## config.mk

```make
export PLATFORM = sky130hd
export DESIGN_NAME = cct_timer
export DESIGN_NICKNAME = d
export VERILOG_FILES = /design/src/rtl/cct_pkg.sv /design/src/rtl/cct_edge_sync.sv /design/src/rtl/cct_counter.sv /design/src/rtl/cct_ccreg.sv /design/src/rtl/cct_timer.sv
export SDC_FILE = /design/constraint.sdc
export NUM_CORES = 1
export LEC_CHECK = 0
export BUFFER_PORTS_ARGS = -buffer_cell sky130_fd_sc_hd__buf_4
export CORE_ASPECT_RATIO = 0.75
export CORE_MARGIN = 3
export CORE_UTILIZATION = 54
export CTS_CLUSTER_DIAMETER = 80
export DETAILED_ROUTE_END_ITERATION = 7
export PLACE_DENSITY = 0.8
export SKIP_LAST_GASP = 1
export SLEW_MARGIN = 20
export SYNTH_ARGS = -nofsm -noshare
export SYNTH_HDL_FRONTEND = slang
export SYNTH_SLANG_ARGS = --single-unit
```

## constraint.sdc

```tcl
create_clock -name clk -period 2.8 [get_ports clk]
set_clock_uncertainty 0.15 [all_clocks]
set_input_delay 0.56 -clock clk [delete_from_list [all_inputs] [get_ports clk]]
set_output_delay 0.56 -clock clk [all_outputs]
set_load 0.05 [all_outputs]
```

## src/rtl/cct_pkg.sv

```systemverilog
package cct_pkg;
  localparam logic [2:0] MODE_INTERVAL = 3'd0;
  localparam logic [2:0] MODE_EVENT    = 3'd1;
  localparam logic [2:0] MODE_TRIGPLS  = 3'd2;
  localparam logic [2:0] MODE_ONESHOT  = 3'd3;
  localparam logic [2:0] MODE_PWM      = 3'd4;
  localparam logic [2:0] MODE_FREERUN  = 3'd5;
  localparam logic [2:0] MODE_PWIDTH   = 3'd6;

  typedef enum logic [1:0] {
    EDGE_NONE = 2'b00,
    EDGE_RISE = 2'b01,
    EDGE_FALL = 2'b10,
    EDGE_BOTH = 2'b11
  } edge_sel_e;

  function automatic logic is_capture(input logic [2:0] m);
    return (m == MODE_FREERUN) || (m == MODE_PWIDTH);
  endfunction

  function automatic logic is_batch(input logic [2:0] m);
    return (m == MODE_TRIGPLS) || (m == MODE_PWM);
  endfunction

  function automatic logic edge_hit(input logic [1:0] sel, input logic cur, input logic prev);
    return (sel[0] && cur && !prev) || (sel[1] && !cur && prev);
  endfunction
endpackage

```

## src/rtl/cct_edge_sync.sv

```systemverilog
module cct_edge_sync #(
  parameter int STAGES = 2
) (
  input  logic       clk,
  input  logic       rst_n,
  input  logic       din,
  input  logic [1:0] sel,
  output logic       edge_o,
  output logic       rise_o
);
  import cct_pkg::*;

  logic [STAGES-1:0] sh;
  logic              prev;

  generate
    if (STAGES == 1) begin : g_one
      always_ff @(posedge clk) begin
        if (!rst_n) sh <= '0;
        else        sh <= din;
      end
    end else begin : g_multi
      always_ff @(posedge clk) begin
        if (!rst_n) sh <= '0;
        else        sh <= {sh[STAGES-2:0], din};
      end
    end
  endgenerate

  always_ff @(posedge clk) begin
    if (!rst_n) prev <= 1'b0;
    else        prev <= sh[STAGES-1];
  end

  assign edge_o = edge_hit(sel, sh[STAGES-1], prev);
  assign rise_o = edge_hit(EDGE_RISE, sh[STAGES-1], prev);

  // a single level change yields one detection only
  p_single_rise_r9: assert property (@(posedge clk) disable iff (!rst_n)
    rise_o |=> !rise_o);
endmodule

```

## src/rtl/cct_counter.sv

```systemverilog
module cct_counter #(
  parameter int W = 16
) (
  input  logic         clk,
  input  logic         rst_n,
  input  logic         en,
  input  logic         tick,
  input  logic         match,
  input  logic         cap_clr,
  input  logic         stop_on_match,
  output logic [W-1:0] cnt,
  output logic         done
);
  localparam logic [W-1:0] ONE = {{(W-1){1'b0}}, 1'b1};

  function automatic logic [W-1:0] inc(input logic [W-1:0] v);
    return v + ONE;
  endfunction

  always_ff @(posedge clk) begin
    if (!rst_n) begin
      cnt  <= '0;
      done <= 1'b0;
    end else if (!en) begin
      cnt  <= '0;
      done <= 1'b0;
    end else if (cap_clr) begin
      cnt <= '0;
    end else if (match) begin
      cnt  <= '0;
      done <= stop_on_match;
    end else if (tick && !done) begin
      cnt <= inc(cnt);
    end
  end

  p_hold_off_r4: assert property (@(posedge clk) disable iff (!rst_n)
    !en |=> (cnt == '0));
  p_clear_match_r2: assert property (@(posedge clk) disable iff (!rst_n)
    match |=> (cnt == '0));
  p_oneshot_hold_r8: assert property (@(posedge clk) disable iff (!rst_n)
    (en && done) |=> (cnt == '0));
  p_pw_clear_r11: assert property (@(posedge clk) disable iff (!rst_n)
    cap_clr |=> (cnt == '0));
endmodule

```

## src/rtl/cct_ccreg.sv

```systemverilog
module cct_ccreg #(
  parameter int W = 16
) (
  input  logic         clk,
  input  logic         rst_n,
  input  logic         en,
  input  logic         cap_role,
  input  logic         batch,
  input  logic [W-1:0] cnt,
  input  logic         cap_evt,
  input  logic         clr_evt,
  input  logic         wr_en,
  input  logic         wr_sel,
  input  logic [W-1:0] wr_data,
  output logic [W-1:0] ccr,
  output logic [W-1:0] cmp_buf,
  output logic         arm
);
  logic wr_ccr, wr_arm, reload;

  assign wr_ccr = wr_en && !wr_sel;
  assign wr_arm = wr_en && wr_sel;
  assign reload = en && !cap_role && clr_evt && (!batch || arm);

  always_ff @(posedge clk) begin
    if (!rst_n) begin
      ccr <= '0;
    end else if (cap_role) begin
      if (!en)          ccr <= '0;
      else if (cap_evt) ccr <= cnt;
    end else if (wr_ccr) begin
      ccr <= wr_data;
    end
  end

  always_ff @(posedge clk) begin
    if (!rst_n) begin
      cmp_buf <= '0;
    end else if (!cap_role) begin
      if (!en && wr_ccr) cmp_buf <= wr_data;
      else if (reload)   cmp_buf <= ccr;
    end
  end

  always_ff @(posedge clk) begin
    if (!rst_n || !en || !batch) begin
      arm <= 1'b0;
    end else begin
      if (clr_evt) arm <= 1'b0;
      if (wr_arm)  arm <= 1'b1;
    end
  end

  p_cap_clear_r12: assert property (@(posedge clk) disable iff (!rst_n)
    (cap_role && !en) |=> (ccr == '0));
  p_keep_off_r12: assert property (@(posedge clk) disable iff (!rst_n)
    (!cap_role && !en && !wr_ccr) |=> $stable(ccr));
  p_batch_hold_r6: assert property (@(posedge clk) disable iff (!rst_n)
    (en && batch && !cap_role && !arm) |=> $stable(cmp_buf));
  p_stopped_load_r4: assert property (@(posedge clk) disable iff (!rst_n)
    (!en && !cap_role && wr_ccr) |=> (cmp_buf == $past(wr_data)));
  p_wr_ignored_r13: assert property (@(posedge clk) disable iff (!rst_n)
    (cap_role && en && !cap_evt) |=> $stable(ccr));
endmodule

```

## src/rtl/cct_timer.sv

```systemverilog
module cct_timer #(
  parameter int CNT_W       = 16,
  parameter int SYNC_STAGES = 2
) (
  input  logic             clk,
  input  logic             rst_n,
  input  logic             tmr_en,
  input  logic [2:0]       mode,
  input  logic             cyc_tick,
  input  logic             evt_in,
  input  logic             cap_in,
  input  logic [1:0]       cap_edge_sel,
  input  logic             out_en,
  input  logic             wr_en,
  input  logic             wr_sel,
  input  logic [CNT_W-1:0] wr_data,
  output logic [CNT_W-1:0] rd_data,
  output logic [CNT_W-1:0] count_q,
  output logic             cmp_irq,
  output logic             cap_irq,
  output logic             tmr_out
);
  import cct_pkg::*;

  logic cap_role, batch, evt_rise, evt_edge_unused, cap_edge, cap_rise_unused;
  logic tick, match, cap_evt, cap_clr, done, arm;
  logic [CNT_W-1:0] cnt, ccr, cmp_buf;

  assign cap_role = is_capture(mode);
  assign batch    = is_batch(mode);

  cct_edge_sync #(.STAGES(SYNC_STAGES)) u_evt (
    .clk(clk), .rst_n(rst_n), .din(evt_in), .sel(EDGE_RISE),
    .edge_o(evt_edge_unused), .rise_o(evt_rise));

  cct_edge_sync #(.STAGES(SYNC_STAGES)) u_cap (
    .clk(clk), .rst_n(rst_n), .din(cap_in), .sel(cap_edge_sel),
    .edge_o(cap_edge), .rise_o(cap_rise_unused));

  assign tick    = (mode == MODE_EVENT) ? evt_rise : cyc_tick;
  assign match   = tmr_en && !cap_role && tick && !done && (cnt == cmp_buf);
  assign cap_evt = tmr_en && cap_role && cap_edge;
  assign cap_clr = cap_evt && (mode == MODE_PWIDTH);

  cct_counter #(.W(CNT_W)) u_cnt (
    .clk(clk), .rst_n(rst_n), .en(tmr_en), .tick(tick), .match(match),
    .cap_clr(cap_clr), .stop_on_match(mode == MODE_ONESHOT),
    .cnt(cnt), .done(done));

  cct_ccreg #(.W(CNT_W)) u_reg (
    .clk(clk), .rst_n(rst_n), .en(tmr_en), .cap_role(cap_role), .batch(batch),
    .cnt(cnt), .cap_evt(cap_evt), .clr_evt(match), .wr_en(wr_en),
    .wr_sel(wr_sel), .wr_data(wr_data), .ccr(ccr), .cmp_buf(cmp_buf), .arm(arm));

  always_ff @(posedge clk) begin
    if (!rst_n) begin
      cmp_irq <= 1'b0;
      cap_irq <= 1'b0;
      tmr_out <= 1'b0;
    end else begin
      cmp_irq <= match;
      cap_irq <= cap_evt;
      if (match && out_en) tmr_out <= !tmr_out;
    end
  end

  assign rd_data = ccr;
  assign count_q = cnt;

  p_irq_after_match_r3: assert property (@(posedge clk) disable iff (!rst_n)
    match |=> cmp_irq);
  p_toggle_r3: assert property (@(posedge clk) disable iff (!rst_n)
    (match && out_en) |=> (tmr_out != $past(tmr_out)));
  p_out_hold_r3: assert property (@(posedge clk) disable iff (!rst_n)
    !(match && out_en) |=> $stable(tmr_out));
  p_capture_r10: assert property (@(posedge clk) disable iff (!rst_n)
    cap_evt |=> (cap_irq && rd_data == $past(cnt)));
  p_arm_batch_r6: assert property (@(posedge clk) disable iff (!rst_n)
    arm |-> batch);
endmodule

```

# Word level (Yosys, flattened, before mapping)
# Index checks and enable logic that the tools add are counted.
# totals
reg_bits	59
out_inout_bits	35
elab_cells	77
# classes
add_sub_neg	1
eq_ne	8
mux	9
n_bitwise	4
reduce_logical	43
# ops
operator	count
$mux 16	6
$logic_and 1x1->1	19
$add 16x1->16 const B	1
$eq 16x16->1	1
$logic_not 1->1	10
$eq 3x3->1 const B	3
$reduce_and 2->1	4
$eq 3x2->1 const B	2
$logic_or 1x1->1	6
$reduce_bool 2->1	3
$not 1->1	4
$reduce_or 4->1	1
$eq 3x1->1 const B	1
$mux 1	3
$ne 3x2->1 const B	1

# Longest topological paths before layout
# Gate-level depths: netlist (run 1).
# logic_depth
depth_word	11
ltp_mapped	8

# Hierarchy
# Synthesis (run 1) repeated with hierarchy kept, for this count alone.
# unflattened
hier_cells	330
hier_area_um2	3030.4
# by_module_without_submodules
mod	instances	cells_each	area_per_inst_um2	seq_area_each_um2
cct_ccreg	1	174	1647.8	660.6
cct_counter	1	86	767.0	340.3
cct_timer	1	52	402.9	60.1
cct_edge_sync	2	9	106.4	60.1

# Least setup slack after synthesis (run 1)
# Ideal clock, no wire load.
# synth_path
path_kind	reg2reg
from	register u_cnt.cnt[1]
to	register u_reg.cmp_buf[10]
setup_ps	60
arrival_time_ps	2058
t_required_ps	2590
path_slack_ps	532
path_stages_with_launch	8
n_path_buf	1
period_less_slack_ps	2268
cell_sequence	dfxtp_1 -> xor2_1 -> nor4_1 -> and4b_4 -> a31oi_4 -> nor2_4 -> buf_6 -> o221a_1
# synth_between
elab_chain_cells	6
# synth_lines
element	line_no	source
start, declared	cct_counter.sv:11	output logic [W-1:0] cnt,
start signal, assigned	cct_counter.sv:33	cnt <= inc(cnt);
$eq 16x16->1	cct_timer.sv:41	assign match = tmr_en && !cap_role && tick && !done && (cnt == cmp_buf);
$logic_and 1x1->1	cct_timer.sv:41	
$logic_and 1x1->1 (2 in a row)	cct_ccreg.sv:23	assign reload = en && !cap_role && clr_evt && (!batch || arm);
$reduce_bool 2->1 (no line)	-	
$reduce_and 2->1 (no line)	-	
end signal, assigned	cct_ccreg.sv:40	if (!en && wr_ccr) cmp_buf <= wr_data;
end signal, assigned	cct_ccreg.sv:41	else if (reload) cmp_buf <= ccr;
end, declared	cct_ccreg.sv:16	output logic [W-1:0] cmp_buf,
# Every way passes these cells.
# A chain may end at the register's enable or synchronous reset.

# Final worst setup path (run 1)
# layout_path
from	register u_cnt.cnt[11]
to	register u_reg.cmp_buf[7]
# The elaborated chain is that of the path after synthesis.

==> out/qor.txt, run 1 <==
unrepaired setup endpoints after global routing = no
Final GP Congestion = 0.8751
cell at the root of the clock tree = clkbuf_8
slowest CP cell = dfxtp_1
post-detail-place hpwl = 5.473 mm
Worst Setup Start Kind = flop
count of placed standard cells including taps = 450
share of total power consumed by net switching = 0.2928
most used flip-flop cell after synthesis = dfxtp_1
chain of cells forming the critical path = xor2_1 > nor4_1 > and4_1 > a31oi_4 > nor2_4 > o221a_1
clock tree buffer depth = 2
drt total wl = 7.559 mm
result of the run = finished, final reports clean
end of the worst register-to-register path = u_reg.cmp_buf[7]
upper clock frequency limit = 447.4 MHz
# resized after CTS = 0
data arrival time of the worst path = 2360 ps
slowest cell delay on critical path = 460 ps
starting utilization of the core area = 0.5699
overall die height = 68.98 um
area share of the largest cell type after synthesis = 0.4137
setup tns final = 0 ps
number of top-level pins = 65
relative contribution of sequential cells to total power = 0.443
worst path setup slack after routing = 564.9 ps
sequential share of the synthesized area = 0.4137
detailed-route wire length per cell = 16.29 um
distinct cell type count after synthesis = 37
Async S/R FF share, synth = 0
pin count of the biggest net entering global routing = 25
fillers = 392
crit path time final = 2235 ps
leakage power total = 1.601 nW
DRT Pass-1 Iters = 4
global router's overall resource usage = 0.2533
delay-heaviest family, CP = simple AND/OR/NAND/NOR gates
power share of the clock group = 0.352
internal portion of total power = 1.476 mW
worst slew margin relative to its limit = 0.6132
setup slack on the worst flop-to-flop path = 560 ps
count of state elements after synthesis = 59
count of flip-flops with a built-in enable after synthesis = 0
Final Net Count = 420
total via count after detailed routing = 2,624
sink count of the clock tree = 59
Post-Place Setup Slack = 281.2 ps
cell taking the most area after synthesis = dfxtp_1
Setup Viol. Count Final = 0
CTS tree = yes
Period Utilization, post-route = 0.7982
Power, Total = 2.087 mW
die boundary width = 89.97 um
Post-CTS Hold Buffers = 0
count of buffers from port buffering = 64
crit end category = flop
power spent charging and discharging nets = 0.6110 mW
Stages on worst setup path = 6
power density over the cells = 570.8 nW/um^2
CP Buf/Inv Count = 0
FF-to-FF path depth = 6
Area Growth Syn to Fin = 28.05%
largest cells by area after synthesis = dfxtp_1, xor2_1, o221a_1, nand2_1, mux2i_1
Critical Path End = u_reg.cmp_buf[7]
YS warnings = 0
reg-to-reg critical path startpoint = u_cnt.cnt[11]
transition at the pin with the smallest max-transition slack = 576.7 ps
non-filler cells, final = 464
start point of the critical path = u_cnt.cnt[11]
number of placement rows = 22
post-CTS setup repair buffer count = 0
Cells after Synth = 315
core area = 5010 um^2
remaining antenna violation count = 0
depth of the CTS H-tree = 3
sum of overflow across all layers after global routing = 0
remaining design rule violation count = 0
Post-Syn Nets = 346
peak ir drop on the vdd network = 0.0004478 V
final hold viol count = 0
worst path required time = 2920 ps
highest fanout seen on the critical path = 16
Post-Synthesis Cell Area = 2855 um^2
fraction of final layout cells sized beyond drive strength 1 = 0.2628
full die area = 6205 um^2
initial antenna violation count = 0
clock-pin slew of the registers on the worst-case setup and hold paths = 60 ps
number of global-route vias before repair = 2,337
reported max-cap violation count = 0
Clock Latency Late Sink = 330 ps
CP Class = reg -> reg
number of slew-limit violations in the final report = 0
first-pass GRT wire length = 12.08 mm
number of CTS-inserted buffers = 9
multi-input gate area in the final layout = 1577 um^2
combinational share of power = 0.205
register area = 1181 um^2
drt initial violations = 229
Synth Area per Inst = 9.064 um^2
utilization after layout = 0.7298
final antenna diode count = 0
number of vias per cell = 5.655
class of the most critical hold timing path = reg -> reg
==> stage by stage <==
step | hold slack [ps] | area, um^2
2_1_floorplan | 261.9 | 2855
3_3_place_gp | 268.6 | 3475
3_5_place_dp | 272.8 | 3475
4_1_cts | 268.8 | 3656
5_1_grt | 287.3 | 3656
6_report | 281.6 | 3656
==> layer usage <==
metal,share of wire,global-route usage
met2,0.44,0.3867
met3,0.096,0.07267
met4,0.015,0.1011
met5,0,0
met1,0.45,0.3427
==> cells in the mapped netlist, drive strengths merged (2+ instances only) <==
cell type,number
xor2,23
inv,2
nor3,3
and4,3
mux2i,18
o221a,16
xnor2,10
nor2b,2
a311oi,16
nand2,47
nand4,5
a22oi,2
nor2,41
clkbuf,11
and2,8
nand3,19
dfxtp,59
nor4,4
buf,8
and3,4
nand2b,4
==> state kept, by name (all words and copies together), names as in the netlist <==
signal,cells
cmp_irq,1
u_cap.sh,2
u_evt.sh,2
u_reg.arm,1
u_cnt.cnt,16
u_cnt.done,1
u_evt.prev,1
u_cap.prev,1
tmr_out,1
u_reg.ccr,16
cap_irq,1
u_reg.cmp_buf,16
==> cell families after synthesis <==
family | Yosys count | synth area share
flip-flops | 59 | 0.4137
multiplexers | 18 | 0.06748
buffers and inverters | 22 | 0.03418
adder cells (fa/ha/maj) | 1 | 0.004381
AND/OR/NAND/NOR | 144 | 0.2436
XOR/XNOR | 33 | 0.1012
AO/OA/AOI/OAI | 38 | 0.1354
==> power groups by stage <==
stage / combinational (mW) / clock, mW / sequential (mW)
global route: 0.461 / 0.778 / 0.930
floorplan: 0.202 / 0 / 1.03
CTS: 0.426 / 0.751 / 0.924
detailed placement: 0.425 / 0 / 0.941
global placement: 0.420 / 0 / 0.939
finish: 0.427 / 0.735 / 0.924
==> how the worst min path moves through the flow <==
stage | to | slack (ps) | depth (start not counted) | from
6_report | u_cap.sh[1] | 280 | 1 | u_cap.sh[0]
5_1_grt | u_reg.arm | 290 | 2 | mode[0]
4_1_cts | u_evt.sh[0] | 270 | 2 | evt_in
3_5_place_dp | u_cap.sh[1] | 270 | 1 | u_cap.sh[0]
3_3_place_gp | u_evt.sh[1] | 270 | 1 | u_evt.sh[0]
2_1_floorplan | u_cap.sh[1] | 260 | 1 | u_cap.sh[0]
==> cell type report <==
cell class,instances,share of cell area
Multi-Input combinational cell,234,0.4312
Sequential cell,59,0.3231
Timing Repair Buffer,82,0.1684
Clock buffer,11,0.03867
Tap cell,72,0.02464
Clock inverter,3,0.01095
Inverter,3,0.003080
==> cell usage in the layout, fill, tap and decap left out, types with 2 or more instances in the layout <==
| cell | n |
|---|---|
| nand3_1 | 19 |
| nor2b_1 | 2 |
| nor3_1 | 3 |
| nor4_1 | 4 |
| nand2_1 | 47 |
| xor2_1 | 23 |
| xnor2_1 | 10 |
| and2_1 | 8 |
| nand2b_1 | 4 |
| a311oi_1 | 16 |
| inv_1 | 2 |
| buf_4 | 82 |
| clkbuf_8 | 10 |
| clkinv_2 | 2 |
| nor2_1 | 39 |
| nand4_1 | 5 |
| dfxtp_1 | 59 |
| mux2i_1 | 17 |
| o221a_1 | 16 |
| and4_1 | 3 |
| and3_1 | 4 |
No activity file was read; power rests on OpenSTA's default activity.
==> inputs of run 2 (changes only) <==
Settings changed: CORE_UTILIZATION 54 to 48, PLACE_DENSITY 0.8 to 0.75.
Clock period 2.8 ns to 1.8 ns, I/O delays scaled along.
==> out/qor.txt, run 2 (synthesized netlist as in run 1, its figures left out) <==
Post-Place Setup Slack = -286.3 ps (-567.5 ps)
count of buffers from port buffering = 64 (unchanged)
power density over the cells = 862.0 nW/um^2 (+51%)
overall die height = 72.80 um (+5.5%)
number of top-level pins = 65 (unchanged)
worst path required time = 1890 ps (-1030 ps)
clock tree buffer depth = 2 (unchanged)
peak ir drop on the vdd network = 0.0006270 V (+40%)
utilization after layout = 0.7641 (+0.03437)
count of placed standard cells including taps = 480 (+6.7%)
worst hold path cell count = 2 (+1)
CTS tree = yes
DRT Pass-1 Iters = 5 (+1)
data arrival time of the worst path = 2120 ps (-240 ps)
leading cell type in the layout, fill and taps excluded = buf_4
fillers = 383 (-2.3%)
result of the run = finished with violations
class of the most critical hold timing path = in -> reg
post-detail-place hpwl = 6.033 mm (+10%)
failing checks = negative setup slack
crit end category = flop
leakage power total = 1.866 nW (+17%)
remaining design rule violation count = 0 (unchanged)
depth of the CTS H-tree = 3 (unchanged)
number of CTS-inserted buffers = 9 (unchanged)
full die area = 6920 um^2 (+12%)
Power, Total = 3.658 mW (+75%)
core area = 5554 um^2 (+11%)
unrepaired setup endpoints after global routing = yes
starting utilization of the core area = 0.5141 (-0.05585)
global router's overall resource usage = 0.2615 (+0.008280)
total via count after detailed routing = 2,889 (+10%)
Final GP Congestion = 0.8724 (-0.31%)
final antenna diode count = 0 (unchanged)
clock-pin slew of the registers on the worst-case setup and hold paths = 70 ps (about the same)
drt total wl = 9.355 mm (+24%)
Setup Viol. Count Final = 35 (+35)
non-filler cells, final = 504 (+8.6%)
FF-to-FF path depth = 9 (+3)
placed instance area = 3791 um^2 (+9.1%)
CP Buf/Inv Count = 3 (+3)
slowest CP cell = dfxtp_4
fraction of final layout cells sized beyond drive strength 1 = 0.4103 (+0.1475)
slowest cell delay on critical path = 360 ps (-100 ps)
setup slack on the worst flop-to-flop path = -230 ps (-790 ps)
Area Growth Syn to Fin = 48.64%
reg-to-reg critical path startpoint = u_cnt.cnt[1]
detailed-route wire length per cell = 18.56 um (+14%)
number of vias per cell = 5.732 (+1.4%)
worst hold margin = 63.95 ps (-217.7 ps)
setup tns final = -6718 ps (-6718 ps)
crit path time final = 2027 ps (-208.5 ps)
pin count of the biggest net entering global routing = 30 (+20%)
Worst Setup Start Kind = flop
number of global-route vias before repair = 2,621 (+12%)
largest registers = u_cnt.cnt: 16 flops, u_reg.ccr: 16 flops, u_reg.cmp_buf: 16 flops
number of slew-limit violations in the final report = 0 (unchanged)
Final Net Count = 455 (+8.3%)
sum of overflow across all layers after global routing = 0 (unchanged)
upper clock frequency limit = 493.4 MHz (+10%)
worst path setup slack after routing = -226.6 ps (-791.5 ps)
number of placement rows = 23 (+4.5%)
worst slew margin relative to its limit = 0.7733 (+0.1602)
final hold viol count = 0 (unchanged)
top library cells by usage in the layout, fill and taps aside = buf_4, nand2_1, dfxtp_1, nor2_1, xor2_1
CP Class = reg -> reg
delay-heaviest family, CP = simple AND/OR/NAND/NOR gates
first-pass GRT wire length = 13.55 mm (+12%)
transition at the pin with the smallest max-transition slack = 337.2 ps (-239.5 ps)
Post-CTS Hold Buffers = 0 (unchanged)
Final Instance Area = 4244 um^2 (+16%)
drt initial violations = 236 (+3.1%)
critical hold path startpoint = evt_in
initial antenna violation count = 0 (unchanged)
Clock Latency Late Sink = 350 ps (+20 ps)
chain of cells forming the critical path = xor2_1 > nor4_2 > buf_4 > and4b_4 > buf_4 > nand2_4 > nand2_4 > clkbuf_16 > nor2_1
Period Utilization, post-route = 1.126 (+0.3276)
Worst Hold End = u_evt.sh[0]
cell at the root of the clock tree = clkbuf_8
highest fanout seen on the critical path = 8 (-8)
die boundary width = 95.06 um (+5.7%)
remaining antenna violation count = 0 (unchanged)
sink count of the clock tree = 59 (unchanged)
reported max-cap violation count = 0 (unchanged)
end of the worst register-to-register path = u_cnt.cnt[2]
[run 2: cell count changes in the layout (fill, tap and decap cells not counted), sizes merged]
cell | previous run | this run
buf | 82 | 114
clkinvlp | 0 | 2
bufinv | 1 | 2
clkbuf | 11 | 12
clkinv | 3 | 4
[run 2: cell type report]
class,count,area [um^2],area share
multi-input cells,234,1709,0.4027
flip-flops and latches,59,1216,0.2866
well taps,75,93.84,0.02211
clock buffers,9,123.9,0.02919
clock inverters,7,92.59,0.02182
inverters,3,11.26,0.002653
repair buffers,117,997.2,0.2350
[run 2: per-layer routing]
layer / global-route usage / wire, um / vias to the layer above
li1: - / - / 1338
met1: 0.3700 / 4131 / 1385
met2: 0.3867 / 4141 / 138
met3: 0.08041 / 837 / 28
met4: 0.07040 / 244 / 0
met5: 0 / 0 / -
[run 2: power by group]
group / total, mW / switching [mW] / internal (mW)
sequential: 1.43 / 0.0575 / 1.37
clock: 1.34 / 0.571 / 0.773
combinational: 0.884 / 0.499 / 0.385
total: 3.66 / 1.13 / 2.53
[run 2: worst max path at each step]
stage                            start                 to  slack, ps  cells past startpoint
after floorplan                mode[2]  u_reg.cmp_buf[10]       -220                      7
after global placement         mode[2]   u_reg.cmp_buf[9]       -240                      7
after detailed placement       mode[2]   u_reg.cmp_buf[7]       -290                      7
after CTS                 u_cnt.cnt[9]  u_reg.cmp_buf[10]       -230                      8
after global routing      u_cnt.cnt[1]   u_reg.cmp_buf[1]       -300                      8
final                     u_cnt.cnt[1]       u_cnt.cnt[2]       -230                      9
[run 2: repair_timing]
action | 4_1_cts | 5_1_grt
gates cloned | 0 | 3
pin swaps | 3 | 3
setup endpoints to repair | 35 | 43
buffers inserted | 2 | 3
resized for setup | 9 | 15
==> inputs of run 3 (changes only) <==
Settings changed: CORE_MARGIN 3 to unset.
==> out/qor.txt, run 3 (synthesized netlist as in run 1, its figures left out) <==
reported max-cap violation count = 0 (unchanged)
crit path time final = 2000 ps (-26.56 ps)
Clock Latency Late Sink = 350 ps (about the same)
Post-Place Setup Slack = -283.9 ps (+2.378 ps)
fraction of final layout cells sized beyond drive strength 1 = 0.4098 (-0.0004203)
unrepaired setup endpoints after global routing = yes
number of global-route vias before repair = 2,541 (-3.1%)
number of top-level pins = 65 (unchanged)
number of CTS-inserted buffers = 9 (unchanged)
worst slew margin relative to its limit = 0.7966 (+0.02332)
DRT Pass-1 Iters = 5 (unchanged)
worst path required time = 1940 ps (+50 ps)
setup tns final = -6222 ps (+496.2 ps)
global router's overall resource usage = 0.2881 (+0.02658)
drt initial violations = 223 (-5.5%)
upper clock frequency limit = 500.0 MHz (+1.3%)
power share of the clock group = 0.363 (-0.004)
Final GP Congestion = 0.8516 (-2.4%)
Worst Setup Start Kind = flop
clock tree buffer depth = 2 (unchanged)
first-pass GRT wire length = 13.38 mm (-1.3%)
clock-pin slew of the registers on the worst-case setup and hold paths = 60 ps (about the same)
crit end category = flop
count of placed standard cells including taps = 480 (unchanged)
Setup Viol. Count Final = 35 (unchanged)
worst path setup slack after routing = -200.0 ps (+26.55 ps)
post-detail-place hpwl = 6.071 mm (+0.63%)
sink count of the clock tree = 59 (unchanged)
cell at the root of the clock tree = clkbuf_8
gr busiest metal = met2
final antenna diode count = 0 (unchanged)
Post-CTS Hold Buffers = 0 (unchanged)
number of vias per cell = 5.835 (+1.8%)
largest registers = u_cnt.cnt: 16 flops, u_reg.ccr: 16 flops, u_reg.cmp_buf: 16 flops
result of the run = finished with violations
remaining antenna violation count = 0 (unchanged)
Power, Total = 3.578 mW (-2.2%)
power density over the cells = 854.2 nW/um^2 (-0.91%)
final hold viol count = 0 (unchanged)
Final Net Count = 454 (-0.22%)
count of buffers from port buffering = 64 (unchanged)
total via count after detailed routing = 2,929 (+1.4%)
Period Utilization, post-route = 1.111 (-0.01475)
top library cells by usage in the layout, fill and taps aside = buf_4, nand2_1, dfxtp_1, nor2_1, xor2_1
power spent charging and discharging nets = 1.056 mW (-6.3%)
internal portion of total power = 2.522 mW (-0.35%)
die boundary width = 91.06 um (-4.2%)
leading cell type in the layout, fill and taps excluded = buf_4
core area = 5525 um^2 (-0.52%)
number of placement rows = 23 (unchanged)
full die area = 6264 um^2 (-9.5%)
depth of the CTS H-tree = 3 (unchanged)
CP Class = reg -> reg
met3 layer usage reported by global route = 0.06908 (-0.01133)
failing checks = negative setup slack
initial antenna violation count = 0 (unchanged)
met1 track demand over resource in global routing = 0.3932 (+0.02313)
non-filler cells, final = 502 (-0.40%)
class of the most critical hold timing path = in -> reg
drt total wl = 9.213 mm (-1.5%)
CTS tree = yes
transition at the pin with the smallest max-transition slack = 302.7 ps (-34.50 ps)
Area Growth Syn to Fin = 46.71%
remaining design rule violation count = 0 (unchanged)
peak ir drop on the vdd network = 0.0005283 V (-16%)
highest fanout seen on the critical path = 16 (+8)
detailed-route wire length per cell = 18.35 um (-1.1%)
data arrival time of the worst path = 2140 ps (+20 ps)
leakage power total = 1.857 nW (-0.50%)
sum of overflow across all layers after global routing = 0 (unchanged)
combinational share of power = 0.237 (-0.005)
pin count of the biggest net entering global routing = 28 (-6.7%)
starting utilization of the core area = 0.5168 (+0.002678)
relative contribution of sequential cells to total power = 0.400 (+0.009)
overall die height = 68.80 um (-5.5%)
GR Util met2 = 0.4451 (+0.05836)
number of slew-limit violations in the final report = 0 (unchanged)
share of total power consumed by net switching = 0.2951 (-0.01302)
-- run 3: final timing paths --
| check | start | to | slack [ps] | cells past startpoint |
|---|---|---|---|---|
| max | u_cnt.cnt[9] | u_reg.cmp_buf[13] | -200 | 8 |
| min | evt_in | u_evt.sh[0] | 70 | 2 |
| max reg2reg | u_cnt.cnt[9] | u_reg.cmp_buf[13] | -200 | 8 |
| min reg2reg | u_cap.sh[0] | u_cap.sh[1] | 290 | 1 |
-- run 3: final cells by class --
class | instances | area [um^2]
flip-flops and latches | 59 | 1219
inverters | 3 | 11.26
fillers | 393 | 1336
multi-input cells | 234 | 1683
clock buffers | 14 | 182.7
well taps | 75 | 93.84
clock inverters | 1 | 30.03
repair buffers | 116 | 969.7
-- run 3: critical path: stages, from the launching register on --
cell and delay (ps):
dfxtp_4 340, xor2_1 170, nor4_1 270, buf_4 160, and4b_4 270, a31oi_4 110
nor2_4 120, buf_12 150, o221a_1 190
-- run 3: what timing repair did --
action,in CTS,in global routing
setup buffers,2,4
pin swaps,2,7
hold endpoints to repair,0,0
gates resized for setup,10,17
gates cloned,0,1
endpoints found under the setup margin,35,49
-- run 3: stage by stage --
step	hold slack, ps	utilization	instance area [um^2]
3_5_place_dp	275.3	0.6861	3791
6_report	71.17	0.7582	4189
5_1_grt	69.46	0.7582	4189
3_3_place_gp	264.4	0.6861	3791
2_1_floorplan	261.9	-	2910
4_1_cts	63.01	0.7335	4053
-- run 3: metal layers --
metal | part of all wire | wire, um
met1 | 0.46 | 4202
met2 | 0.43 | 3971
met3 | 0.093 | 860
met4 | 0.019 | 178
met5 | 0 | 0
-- run 3: power by group through the flow --
stage	combinational [mW]	clock (mW)	sequential (mW)
after floorplan	0.318	0	1.59
after global placement	0.736	0	1.45
after detailed placement	0.748	0	1.46
after CTS	0.776	1.31	1.43
after global routing	0.893	1.38	1.44
final	0.849	1.30	1.43
